<file path="config.mk">
export PLATFORM = sky130hd
export DESIGN_NAME = quick_xfer_trigger
export DESIGN_NICKNAME = d
export VERILOG_FILES = /design/src/rtl/qxt_pkg.sv /design/src/rtl/qxt_chan_map.sv /design/src/rtl/qxt_pend_arb.sv /design/src/rtl/quick_xfer_trigger.sv
export SDC_FILE = /design/constraint.sdc
export NUM_CORES = 1
export LEC_CHECK = 0
export BUFFER_PORTS_ARGS = -buffer_cell sky130_fd_sc_hd__buf_2
export CORE_AREA = 2 2 108 163
export CTS_BUF_LIST = sky130_fd_sc_hd__clkbuf_8 sky130_fd_sc_hd__clkbuf_16
export CTS_CLUSTER_SIZE = 20
export DETAILED_ROUTE_END_ITERATION = 10
export DIE_AREA = 0 0 110 165
export PLACE_DENSITY_LB_ADDON = 0.08
export SYNTH_ARGS = -nofsm -noshare
export SYNTH_HDL_FRONTEND = slang
export SYNTH_SLANG_ARGS = --single-unit
</file>
<file path="constraint.sdc">
create_clock -name clk -period 1.96 [get_ports clk]
set_input_delay 0.392 -clock clk [delete_from_list [all_inputs] [get_ports clk]]
set_output_delay 0.392 -clock clk [all_outputs]
set_load 0.01 [all_outputs]
</file>
<file path="src/rtl/qxt_pkg.sv">
package qxt_pkg;
   localparam int QX_NCH     = 8;
   localparam int QX_ENTRY_W = 7;
   localparam int QX_WSEL_W  = 3;
   localparam int QX_WADDR_W = 14;
endpackage

</file>
<file path="src/rtl/qxt_chan_map.sv">
module qxt_chan_map #(
   parameter int NCH     = qxt_pkg::QX_NCH,
   parameter int ENTRY_W = qxt_pkg::QX_ENTRY_W,
   parameter int WSEL_W  = qxt_pkg::QX_WSEL_W,
   parameter int WADDR_W = qxt_pkg::QX_WADDR_W,
   parameter logic [WADDR_W-1:0] BASE_WADDR = '0,
   localparam int CH_W   = $clog2(NCH)
) (
   input  logic                          clk,
   input  logic                          rst_n,
   input  logic                          map_wr_en,
   input  logic [CH_W-1:0]               map_wr_chan,
   input  logic                          map_wr_enable,
   input  logic [ENTRY_W-1:0]            map_wr_entry,
   input  logic [WSEL_W-1:0]             map_wr_wsel,
   input  logic                          bus_wr_en,
   input  logic [WADDR_W-1:0]            bus_wr_waddr,
   output logic [NCH-1:0]                hit,
   output logic [NCH-1:0][ENTRY_W-1:0]   entry_tab
);
   localparam int OFS_W = ENTRY_W + WSEL_W;

   for (genvar c = 0; c < NCH; c++) begin : g_ch
      logic               en_q;
      logic [ENTRY_W-1:0] ent_q;
      logic [WSEL_W-1:0]  ws_q;
      logic [WADDR_W-1:0] trig_waddr;

      always_ff @(posedge clk) begin
         if (!rst_n) begin
            en_q  <= 1'b0;
            ent_q <= '0;
            ws_q  <= '0;
         end else if (map_wr_en && (map_wr_chan == CH_W'(c))) begin
            en_q  <= map_wr_enable;
            ent_q <= map_wr_entry;
            ws_q  <= map_wr_wsel;
         end
      end

      logic [OFS_W-1:0] ofs;
      assign ofs        = {ent_q, ws_q};
      assign trig_waddr = BASE_WADDR + WADDR_W'(ofs);
      assign hit[c]     = bus_wr_en && en_q && (bus_wr_waddr == trig_waddr);
      assign entry_tab[c] = ent_q;
   end
endmodule

</file>
<file path="src/rtl/qxt_pend_arb.sv">
module qxt_pend_arb #(
   parameter int NCH = qxt_pkg::QX_NCH,
   localparam int CH_W = $clog2(NCH)
) (
   input  logic            clk,
   input  logic            rst_n,
   input  logic [NCH-1:0]  hit,
   input  logic [NCH-1:0]  missed_clr,
   output logic            grant_vld,
   output logic [CH_W-1:0] grant_idx,
   output logic [NCH-1:0]  grant,
   output logic [NCH-1:0]  pend_q,
   output logic [NCH-1:0]  missed
);
   logic [NCH-1:0] keep, pend_d, miss_new, missed_q;

   // lowest set bit wins: ascending channel order
   assign grant     = pend_q & (~pend_q + NCH'(1));
   assign grant_vld = |pend_q;
   assign keep      = pend_q & ~grant;
   assign miss_new  = hit & keep;
   assign pend_d    = keep | hit;

   always_comb begin
      grant_idx = '0;
      for (int i = NCH - 1; i >= 0; i--) begin
         if (grant[i]) grant_idx = CH_W'(i);
      end
   end

   always_ff @(posedge clk) begin
      if (!rst_n) begin
         pend_q   <= '0;
         missed_q <= '0;
      end else begin
         pend_q   <= pend_d;
         missed_q <= (missed_q & ~missed_clr) | miss_new;
      end
   end

   assign missed = missed_q;
endmodule

</file>
<file path="src/rtl/quick_xfer_trigger.sv">
module quick_xfer_trigger #(
   parameter int NCH     = qxt_pkg::QX_NCH,
   parameter int ENTRY_W = qxt_pkg::QX_ENTRY_W,
   parameter int WSEL_W  = qxt_pkg::QX_WSEL_W,
   parameter int WADDR_W = qxt_pkg::QX_WADDR_W,
   parameter logic [WADDR_W-1:0] BASE_WADDR = WADDR_W'(14'h1000),
   localparam int CH_W   = $clog2(NCH)
) (
   input  logic               clk,
   input  logic               rst_n,
   input  logic               map_wr_en,
   input  logic [CH_W-1:0]    map_wr_chan,
   input  logic               map_wr_enable,
   input  logic [ENTRY_W-1:0] map_wr_entry,
   input  logic [WSEL_W-1:0]  map_wr_wsel,
   input  logic               bus_wr_en,
   input  logic [WADDR_W-1:0] bus_wr_waddr,
   input  logic [NCH-1:0]     missed_clr,
   output logic               sub_valid,
   output logic [CH_W-1:0]    sub_chan,
   output logic [ENTRY_W-1:0] sub_entry,
   output logic [NCH-1:0]     missed
);
   localparam longint SPAN  = longint'(1) << (ENTRY_W + WSEL_W);
   localparam longint SPACE = longint'(1) << WADDR_W;

   if (NCH < 2) begin : g_bad_nch
      $error("quick_xfer_trigger: NCH must be at least 2");
   end
   if (longint'(BASE_WADDR) + SPAN > SPACE) begin : g_bad_base
      $error("quick_xfer_trigger: descriptor space exceeds the address range");
   end

   logic [NCH-1:0]              hit, grant, pend_q;
   logic [NCH-1:0][ENTRY_W-1:0] entry_tab;
   logic                        grant_vld;
   logic [CH_W-1:0]             grant_idx;

   qxt_chan_map #(
      .NCH(NCH), .ENTRY_W(ENTRY_W), .WSEL_W(WSEL_W),
      .WADDR_W(WADDR_W), .BASE_WADDR(BASE_WADDR)
   ) u_map (
      .clk(clk), .rst_n(rst_n),
      .map_wr_en(map_wr_en), .map_wr_chan(map_wr_chan),
      .map_wr_enable(map_wr_enable), .map_wr_entry(map_wr_entry),
      .map_wr_wsel(map_wr_wsel),
      .bus_wr_en(bus_wr_en), .bus_wr_waddr(bus_wr_waddr),
      .hit(hit), .entry_tab(entry_tab)
   );

   qxt_pend_arb #(.NCH(NCH)) u_arb (
      .clk(clk), .rst_n(rst_n), .hit(hit), .missed_clr(missed_clr),
      .grant_vld(grant_vld), .grant_idx(grant_idx), .grant(grant),
      .pend_q(pend_q), .missed(missed)
   );

   always_ff @(posedge clk) begin
      if (!rst_n) begin
         sub_valid <= 1'b0;
         sub_chan  <= '0;
         sub_entry <= '0;
      end else begin
         sub_valid <= grant_vld;
         sub_chan  <= grant_idx;
         sub_entry <= entry_tab[grant_idx];
      end
   end
endmodule

</file>
-- Word-level counts from Yosys, hierarchy flattened
Cells that the tools add are included.
- output and inout port bits: 19
- input port bits: 40
- register bits after elaboration: 115
- logic and storage cells: 99
- $add $sub $neg: 9
- bitwise gates (word level): 9
- reduce and logical (&&, ||, !) cells: 26
- muxes and demuxes: 10
- equal/unequal tests: 15
- order comparisons: 1
- operator list (kind ; number):
    $add A13 B10 Y14 const A ; 8
    $eq A14 B14 Y1 ; 8
    $and A8 B8 Y8 ; 4
    $logic_and A1 B1 Y1 ; 24
    $mux W3 ; 8
    $not A8 Y8 ; 3
    $bmux W7 S3 ; 1
    $or A8 B8 Y8 ; 2
    $eq A3 B3 Y1 const B ; 4
    $add A8 B1 Y8 const B ; 1
    $reduce_or A8 Y1 ; 1
    $mux W7 ; 1
    $eq A3 B2 Y1 const B ; 2
    $lt A3 B4 Y1 const B ; 1
    $eq A3 B1 Y1 const B ; 1
    $logic_not A3 Y1 ; 1

-- Depth between registers and ports, before layout
Gate-level depths: netlist of run 1.
- depth after elaboration: 13
- mapped depth: 8
- gate-level depth less buffers: 6

-- Cells and area by module
Synthesis of run 1 repeated with hierarchy kept, for this count alone.
- cell total of the unflattened synthesis: 738
- area, all modules: 6595.1 um^2
- modules (own cells, without submodules) (module ; area an instance (um^2) ; sequential area each (um^2) ; cells each ; times used):
    qxt_chan_map ; 5149.9 ; 1761.7 ; 588 ; 1
    qxt_pend_arb ; 733.2 ; 320.3 ; 86 ; 1
    quick_xfer_trigger ; 711.9 ; 220.2 ; 64 ; 1

-- Worst setup path after synthesis of run 1
No wires, ideal clock.
- path type: flip-flop to flip-flop
- from: register u_arb.pend_q[6]
- to: register sub_entry[0]
- setup time: 0.120 ns
- arrival: 1.834 ns
- required time: 1.840 ns
- path slack: 0.006 ns
- cell stages (with the launch flop): 9
- cell sequence: dfxtp_1 nand2b_4 a2111oi_2 a211o_1 buf_6 buf_12 mux2i_1 o22ai_1 a211o_1
- longest elaborated chain between the ends: 13
- RTL lines (element ; line ; source):
    start: declaration ; qxt_pend_arb.sv:12 ; output logic [NCH-1:0] pend_q,
    start signal: assignment ; qxt_pend_arb.sv:36 ; pend_q <= pend_d;
    $not A8 Y8 ; qxt_pend_arb.sv:18 ; assign grant = pend_q & (~pend_q + NCH'(1));
    $add A8 B1 Y8 ; qxt_pend_arb.sv:18 ;
    $and A8 B8 Y8 * ; qxt_pend_arb.sv:18 ;
    $mux W3 ; qxt_pend_arb.sv:27 ; if (grant[i]) grant_idx = CH_W'(i);
    $mux W3 * (7 in a row) ; qxt_pend_arb.sv:27 ;
    $bmux W7 S3 * ; quick_xfer_trigger.sv:65 ; sub_entry <= entry_tab[grant_idx];
    $mux W7 (implied by the code) * ; quick_xfer_trigger.sv:65 ;
    end signal: assignment ; quick_xfer_trigger.sv:65 ;
    end: declaration ; quick_xfer_trigger.sv:21 ; output logic [ENTRY_W-1:0] sub_entry,
Mark *: on every way between the ends. The rest lies on a longest branch, timed or not. The select of a mux whose other input is x is not followed.
A chain may end at the register's enable or synchronous reset.

-- Worst setup path after layout of run 1
- from: register u_arb.pend_q[5]
- to: register sub_entry[4]
- longest elaborated chain between the ends: 13
- RTL lines (element ; line):
    $not A8 Y8 ; qxt_pend_arb.sv:18
    $add A8 B1 Y8 ; qxt_pend_arb.sv:18
    $and A8 B8 Y8 * ; qxt_pend_arb.sv:18
    $mux W3 (2 in a row) ; qxt_pend_arb.sv:27
    $mux W3 * (6 in a row) ; qxt_pend_arb.sv:27
    $bmux W7 S3 * ; quick_xfer_trigger.sv:65
    $mux W7 (implied by the code) * ; quick_xfer_trigger.sv:65
Marks and branches as above.

==> results of run 1 <==
[power groups by stage]
stage / Sequential (W) / Clock [W] / Combinational [W]
final: 0.00242 / 0.00316 / 0.000451
after global routing: 0.00242 / 0.00333 / 0.000483
after CTS: 0.00242 / 0.00323 / 0.000450
after detailed placement: 0.00247 / 0 / 0.000447
after global placement: 0.00247 / 0 / 0.000443
after floorplan: 0.00245 / 0 / 0.000297
[critical path, cell delays in order (launching register included)]
cell,delay [ns]
dfxtp_2,0.33
inv_1,0.07
a2111oi_4,0.36
a211o_2,0.24
buf_12,0.14
mux2i_1,0.22
o22ai_1,0.11
a211o_1,0.29
[cell usage in the layout, fill, tap and decap left out, types with 2 or more instances in the layout]
cell type   count
o21a_1          6
nand4_1        17
xor2_1          6
buf_4          44
buf_2          58
nand3_1        15
clkinv_2        3
clkbuf_16      18
xnor2_1        74
mux2i_1        14
inv_1           5
dfxtp_2         4
clkbuf_8        6
nor2b_1        15
o22ai_1         6
nor3_1          4
mux2i_2         7
nor2_1         15
buf_12          2
a21boi_0       91
nand2_1       184
clkinvlp_4      3
a211o_1         6
bufinv_16       2
and2_1          4
dfxtp_1       111
nor4_1          8
nand2b_1        5
o2bb2ai_1       6
a21oi_1         9
nor2_2          2
[logic make-up after synthesis]
logic type	count (synthesis)	synth area share
AOI/OAI and AO/OA	136	0.178
xor gates and xnor gates	80	0.122
buffers and inverters	60	0.0521
DFF	115	0.400
muxes	21	0.0365
and+or+nand+nor	276	0.212
[routing by layer]
metal,GRT usage,vias up,share of wire
li1,-,2429,-
met1,0.260,2304,0.42
met2,0.361,131,0.50
met3,0.0442,36,0.050
met4,0.101,0,0.036
met5,0,-,0
[stage by stage]
stage | setup TNS [ns] | hold WS [ns] | utilization | worst slack [ns]
after detailed placement | -1.23 | 0.467 | 0.384 | -0.217
after floorplan | 0 | 0.435 | - | 0.00608
after global routing | -0.0117 | 0.234 | 0.429 | -0.0103
after global placement | -0.926 | 0.454 | 0.384 | -0.162
final | 0 | 0.240 | 0.429 | 0.0712
after CTS | 0 | 0.225 | 0.423 | 0.00749
[timing repair]
| item | in CTS | in global routing |
|---|---|---|
| gates resized for setup | 3 | 19 |
| pin swaps | 1 | 9 |
| buffers inserted | 1 | 1 |
| setup endpoints to repair | 7 | 7 |
| cloned | 0 | 1 |
[how the worst max path moves through the flow]
| stage | from | slack, ns | endpoint | cells after the start |
|---|---|---|---|---|
| after floorplan | u_arb.pend_q[6] | 0.006 | sub_entry[0] | 8 |
| after global placement | u_arb.pend_q[7] | -0.16 | sub_entry[5] | 7 |
| after detailed placement | u_arb.pend_q[7] | -0.22 | sub_entry[5] | 7 |
| after CTS | u_arb.pend_q[6] | 0.007 | sub_entry[0] | 7 |
| after global routing | u_arb.pend_q[6] | -0.01 | sub_entry[6] | 7 |
| final | u_arb.pend_q[5] | 0.07 | sub_entry[4] | 7 |
[layout make-up]
type	count	area [um^2]	share of cell area
well taps	210	263	0.0368
flip-flops and latches	115	2310	0.324
inverters	4	15.0	0.00211
multi-input cells	513	3240	0.454
clock inverters	9	101	0.0142
repair buffers	106	697	0.0977
clock buffers	23	508	0.0712
[registers in the layout, summed over array words and instances (netlist names)]
signal and flops:
sub_chan 3, u_map.g_ch.ent_q 56, u_arb.pend_q 8, sub_valid 1, u_map.g_ch.en_q 8, u_arb.missed 8, u_map.g_ch.ws_q 24, sub_entry 7
==> flow_metrics.tcl, run 1 <==
set metrics [dict create \
    clk_pin_slew_worst_paths_ns 0.05 \
    placementRows 58 \
    swShare 0.234 \
    vias 4900 \
    layout-drive-gt1-share 0.210 \
    critical_path.max_fanout 6 \
    yosysSeqAreaShare 0.400 \
    r2r_end "sub_entry[4]" \
    p_int_w 0.00462 \
    start_util 0.346 \
    num-fill-cells 1683 \
    power.leakage_nw 2.50 \
    rsz0062_at_grt "true" \
    place.gp.congestion 0.874 \
    reg2reg_depth 7 \
    antenna_cells 0 \
    switching_power_w 0.00141 \
    min_period_ns 1.89 \
    syn_inst 688 \
    synth_edf_count 0 \
    synthTopCellsByArea "dfxtp_1, nand2_1, a21boi_0, xnor2_1, mux2i_1" \
    post-route-period-util 0.964 \
    grt_usage 0.215 \
    cts_num_sinks 115 \
    antenna_found_initial 0 \
    placed_area_um2 6390 \
    drc_errors 0 \
    cts_hold_buf 0 \
    grt_pass1_vias 4734 \
    max_freq_mhz 529 \
    grt_max_degree 51 \
    setup_viol 0 \
    clockPowerShare 0.524 \
    yosys_warnings 0 \
    die_h_um 165 \
    async_flop_share 0 \
    synthesis.nets 728 \
    routed_wl_mm 19.0 \
    cts_tree "yes" \
    cp.required_ns 2.26 \
    status "completed" \
    synth_cell_types 42 \
    slew_headroom 0.589 \
    synth.most_common_cell "nand2_1" \
    numPortBuffers 58 \
    ir_drop_v 0.000461 \
    ctsHtreeMaxLevel 4 \
    vias_per_cell 5.00 \
    dp_hpwl_mm 13.7 \
    synth_top_area_frac 0.400 \
    final_hold_viol_count 0 \
    crit_type "flip-flop to flip-flop" \
    power_frac_comb 0.075 \
    reg2reg_slack_ns 0.07 \
    power_w 0.00603 \
    die_x_um 110 \
    skew_ns 0.00846 \
    drt-wirelength-per-cell_um 19.4 \
    ios 59 \
    power_density_nw_per_um2 846 \
    r2r-start "u_arb.pend_q[5]" \
    grt_pass1_wl_mm 27.8 \
    netlist_area_um2 5760 \
    synth_ff_type "dfxtp_1" \
    hold_class "input pin to flip-flop" \
    p_seq_frac 0.401 \
    cts_buffers 17 \
    nets 797 \
    start_kind "flip-flop" \
    endpoint_kind "flip-flop" \
    maxSlewViolCount 0 \
    clkLatencyLatePin_ns 0.42 \
    coreArea_um2 16600 \
    dp_cells 945 \
    arrival_ns 2.19 \
    whs_path_depth 3 \
    antenna_left 0 \
    worst_pin_slew_ns 0.613 \
    hold_start "missed_clr[1]" \
    gr-total-overflow 0 \
    avgSynthCellArea_um2 8.37 \
    die_area_um2 18200 \
    first_iter_violations 299 \
    synth_top_area_cell "dfxtp_1" \
    fin_cells 980 \
    area_delta_synth_final_pct 23.8 \
    final_area_um2 7130 \
    ys_ff_latch 115 \
    drt-pass1-iter-count 4 \
    maxCapViolations 0 \
    hold_end "u_arb.missed[1]" \
    clockRootBuffer "clkbuf_16" \
    netlist_top_cells_count "nand2_1, dfxtp_1, a21boi_0" \
    clockBufferDepth 2 \
]
(Power assumes the default switching activity.)
==> run 2, diff against run 1 <==
Settings changed: CORE_AREA 2 2 108 163 to 2 2 139 127, DIE_AREA 0 0 110 165 to 0 0 141 129.
==> flow_metrics.tcl, run 2 (synthesis gave the netlist of run 1 again) <==
set metrics [dict create \
    status "completed" \
    ctsHtreeMaxLevel 4 \
    cts_num_sinks 115 \
    place.gp.congestion 0.913 \
    vias_per_cell 4.99 \
    wl_met2_mm 9.03 \
    nets 790 \
    grt_pass1_vias 5030 \
    grt_pass1_wl_mm 29.3 \
    largest-register "u_map.g_ch.ent_q" \
    hold_end "u_arb.missed[6]" \
    largest_reg_flops 56 \
    fin_ws_ns 0.0361 \
    reg2reg_slack_ns 0.04 \
    cts_buffers 17 \
    pre_cts_ws_ns -0.155 \
    routed_wl_mm 19.1 \
    ir_drop_v 0.000607 \
    clockBufferDepth 2 \
    power_density_nw_per_um2 860 \
    die_h_um 129 \
    crit_type "flip-flop to flip-flop" \
    drc_errors 0 \
    grt_max_degree 107 \
    met3RoutedLength_um 814 \
    fin_cells 974 \
    setup_viol 0 \
    ios 59 \
    clockRootBuffer "clkbuf_16" \
    cp.required_ns 2.26 \
    start_util 0.344 \
    maxSlewViolCount 0 \
    layout-drive-gt1-share 0.195 \
    drt-pass1-iter-count 4 \
    clockPowerShare 0.531 \
    final_hold_viol_count 0 \
    power_w 0.00610 \
    r2r_end "sub_entry[5]" \
    power.leakage_nw 2.47 \
    swShare 0.234 \
    start_kind "flip-flop" \
    die_x_um 141 \
    top_layer "met4" \
    hold_class "input pin to flip-flop" \
    max_freq_mhz 520 \
    arrival_ns 2.23 \
    first_iter_violations 235 \
    dp_hpwl_mm 13.7 \
    num-fill-cells 1662 \
    met1_length_mm 8.91 \
    hold_start "missed_clr[6]" \
    antenna_left 0 \
    area_delta_synth_final_pct 23.1 \
    p_int_w 0.00467 \
    power_frac_comb 0.073 \
    reg2reg_depth 7 \
    skew_ns 0.00893 \
    utilization 0.424 \
    endpoint_kind "flip-flop" \
    clk_pin_slew_worst_paths_ns 0.05 \
    worst_pin_slew_ns 0.741 \
    rsz0062_at_grt "true" \
    dp_cells 939 \
    gr-total-overflow 0 \
    p_seq_frac 0.396 \
    switching_power_w 0.00142 \
    coreArea_um2 16700 \
    clkLatencyLatePin_ns 0.42 \
    top_regs "u_map.g_ch.ent_q x56, u_map.g_ch.ws_q x24" \
    cts_tree "yes" \
    r2r-start "u_arb.pend_q[5]" \
    grt_usage 0.218 \
    maxCapViolations 0 \
    numPortBuffers 58 \
    drt-wirelength-per-cell_um 19.6 \
    vias 4862 \
    slew_headroom 0.503 \
    setup_tns_ns 0 \
    final_cell_mix "nand2_1, dfxtp_1, a21boi_0" \
    whs_path_depth 3 \
    post-route-period-util 0.982 \
    die_area_um2 18200 \
    placementRows 45 \
    antenna_cells 0 \
    final_common_cell "nand2_1" \
    min_period_ns 1.92 \
    critical_path.max_fanout 7 \
    antenna_found_initial 0 \
]
run 2: critical path, cell delays in order (launching register included):
cell and delay (ns):
dfxtp_1 0.32, inv_1 0.09, a2111oi_4 0.40, a211o_4 0.20, buf_12 0.15, mux2i_1 0.20
o22ai_1 0.08, a2111o_1 0.35
run 2: how the worst max path moves through the flow:
| stage | from | endpoint | slack [ns] |
|---|---|---|---|
| 6_report | u_arb.pend_q[5] | sub_entry[5] | 0.04 |
| 3_5_place_dp | u_arb.pend_q[4] | sub_entry[5] | -0.15 |
| 3_3_place_gp | u_arb.pend_q[4] | sub_entry[5] | -0.16 |
| 4_1_cts | u_arb.pend_q[2] | sub_entry[6] | 0.02 |
| 5_1_grt | u_arb.pend_q[6] | sub_entry[5] | -0.03 |
| 2_1_floorplan | u_arb.pend_q[6] | sub_entry[0] | 0.006 |
run 2: power by group through the flow:
stage	Combinational [W]	Sequential (W)	Clock (W)
CTS	0.000450	0.00242	0.00329
global route	0.000488	0.00242	0.00339
finish	0.000446	0.00242	0.00324
floorplan	0.000297	0.00245	0
global placement	0.000442	0.00247	0
detailed placement	0.000446	0.00247	0
run 2: layout make-up:
type,count,area (um^2),share of cell area
Timing Repair Buffer,99,647,0.0912
Multi-Input combinational cell,513,3240,0.457
Inverter,4,15.0,0.00212
Clock inverter,11,134,0.0189
Sequential cell,115,2310,0.325
Clock buffer,21,480,0.0678
Tap cell,211,264,0.0372
run 2: what timing repair did:
action / in CTS / in global routing
hold buffers: 0 / 0
resized for setup: 11 / 9
setup buffers: 0 / 2
setup endpoints to repair: 7 / 7
pin swaps: 2 / 3
gates cloned: 1 / 0
run 2: metrics by stage:
| step | hold slack, ns | area [um^2] |
|---|---|---|
| 6_report | 0.249 | 7090 |
| 5_1_grt | 0.260 | 7090 |
| 4_1_cts | 0.237 | 7040 |
| 3_5_place_dp | 0.458 | 6340 |
| 3_3_place_gp | 0.456 | 6340 |
| 2_1_floorplan | 0.435 | 5760 |
run 2: layer usage:
metal | vias up | global-route usage
met5 | - | 0
met4 | 0 | 0.0659
met3 | 21 | 0.0447
met2 | 105 | 0.374
met1 | 2307 | 0.278
li1 | 2429 | -
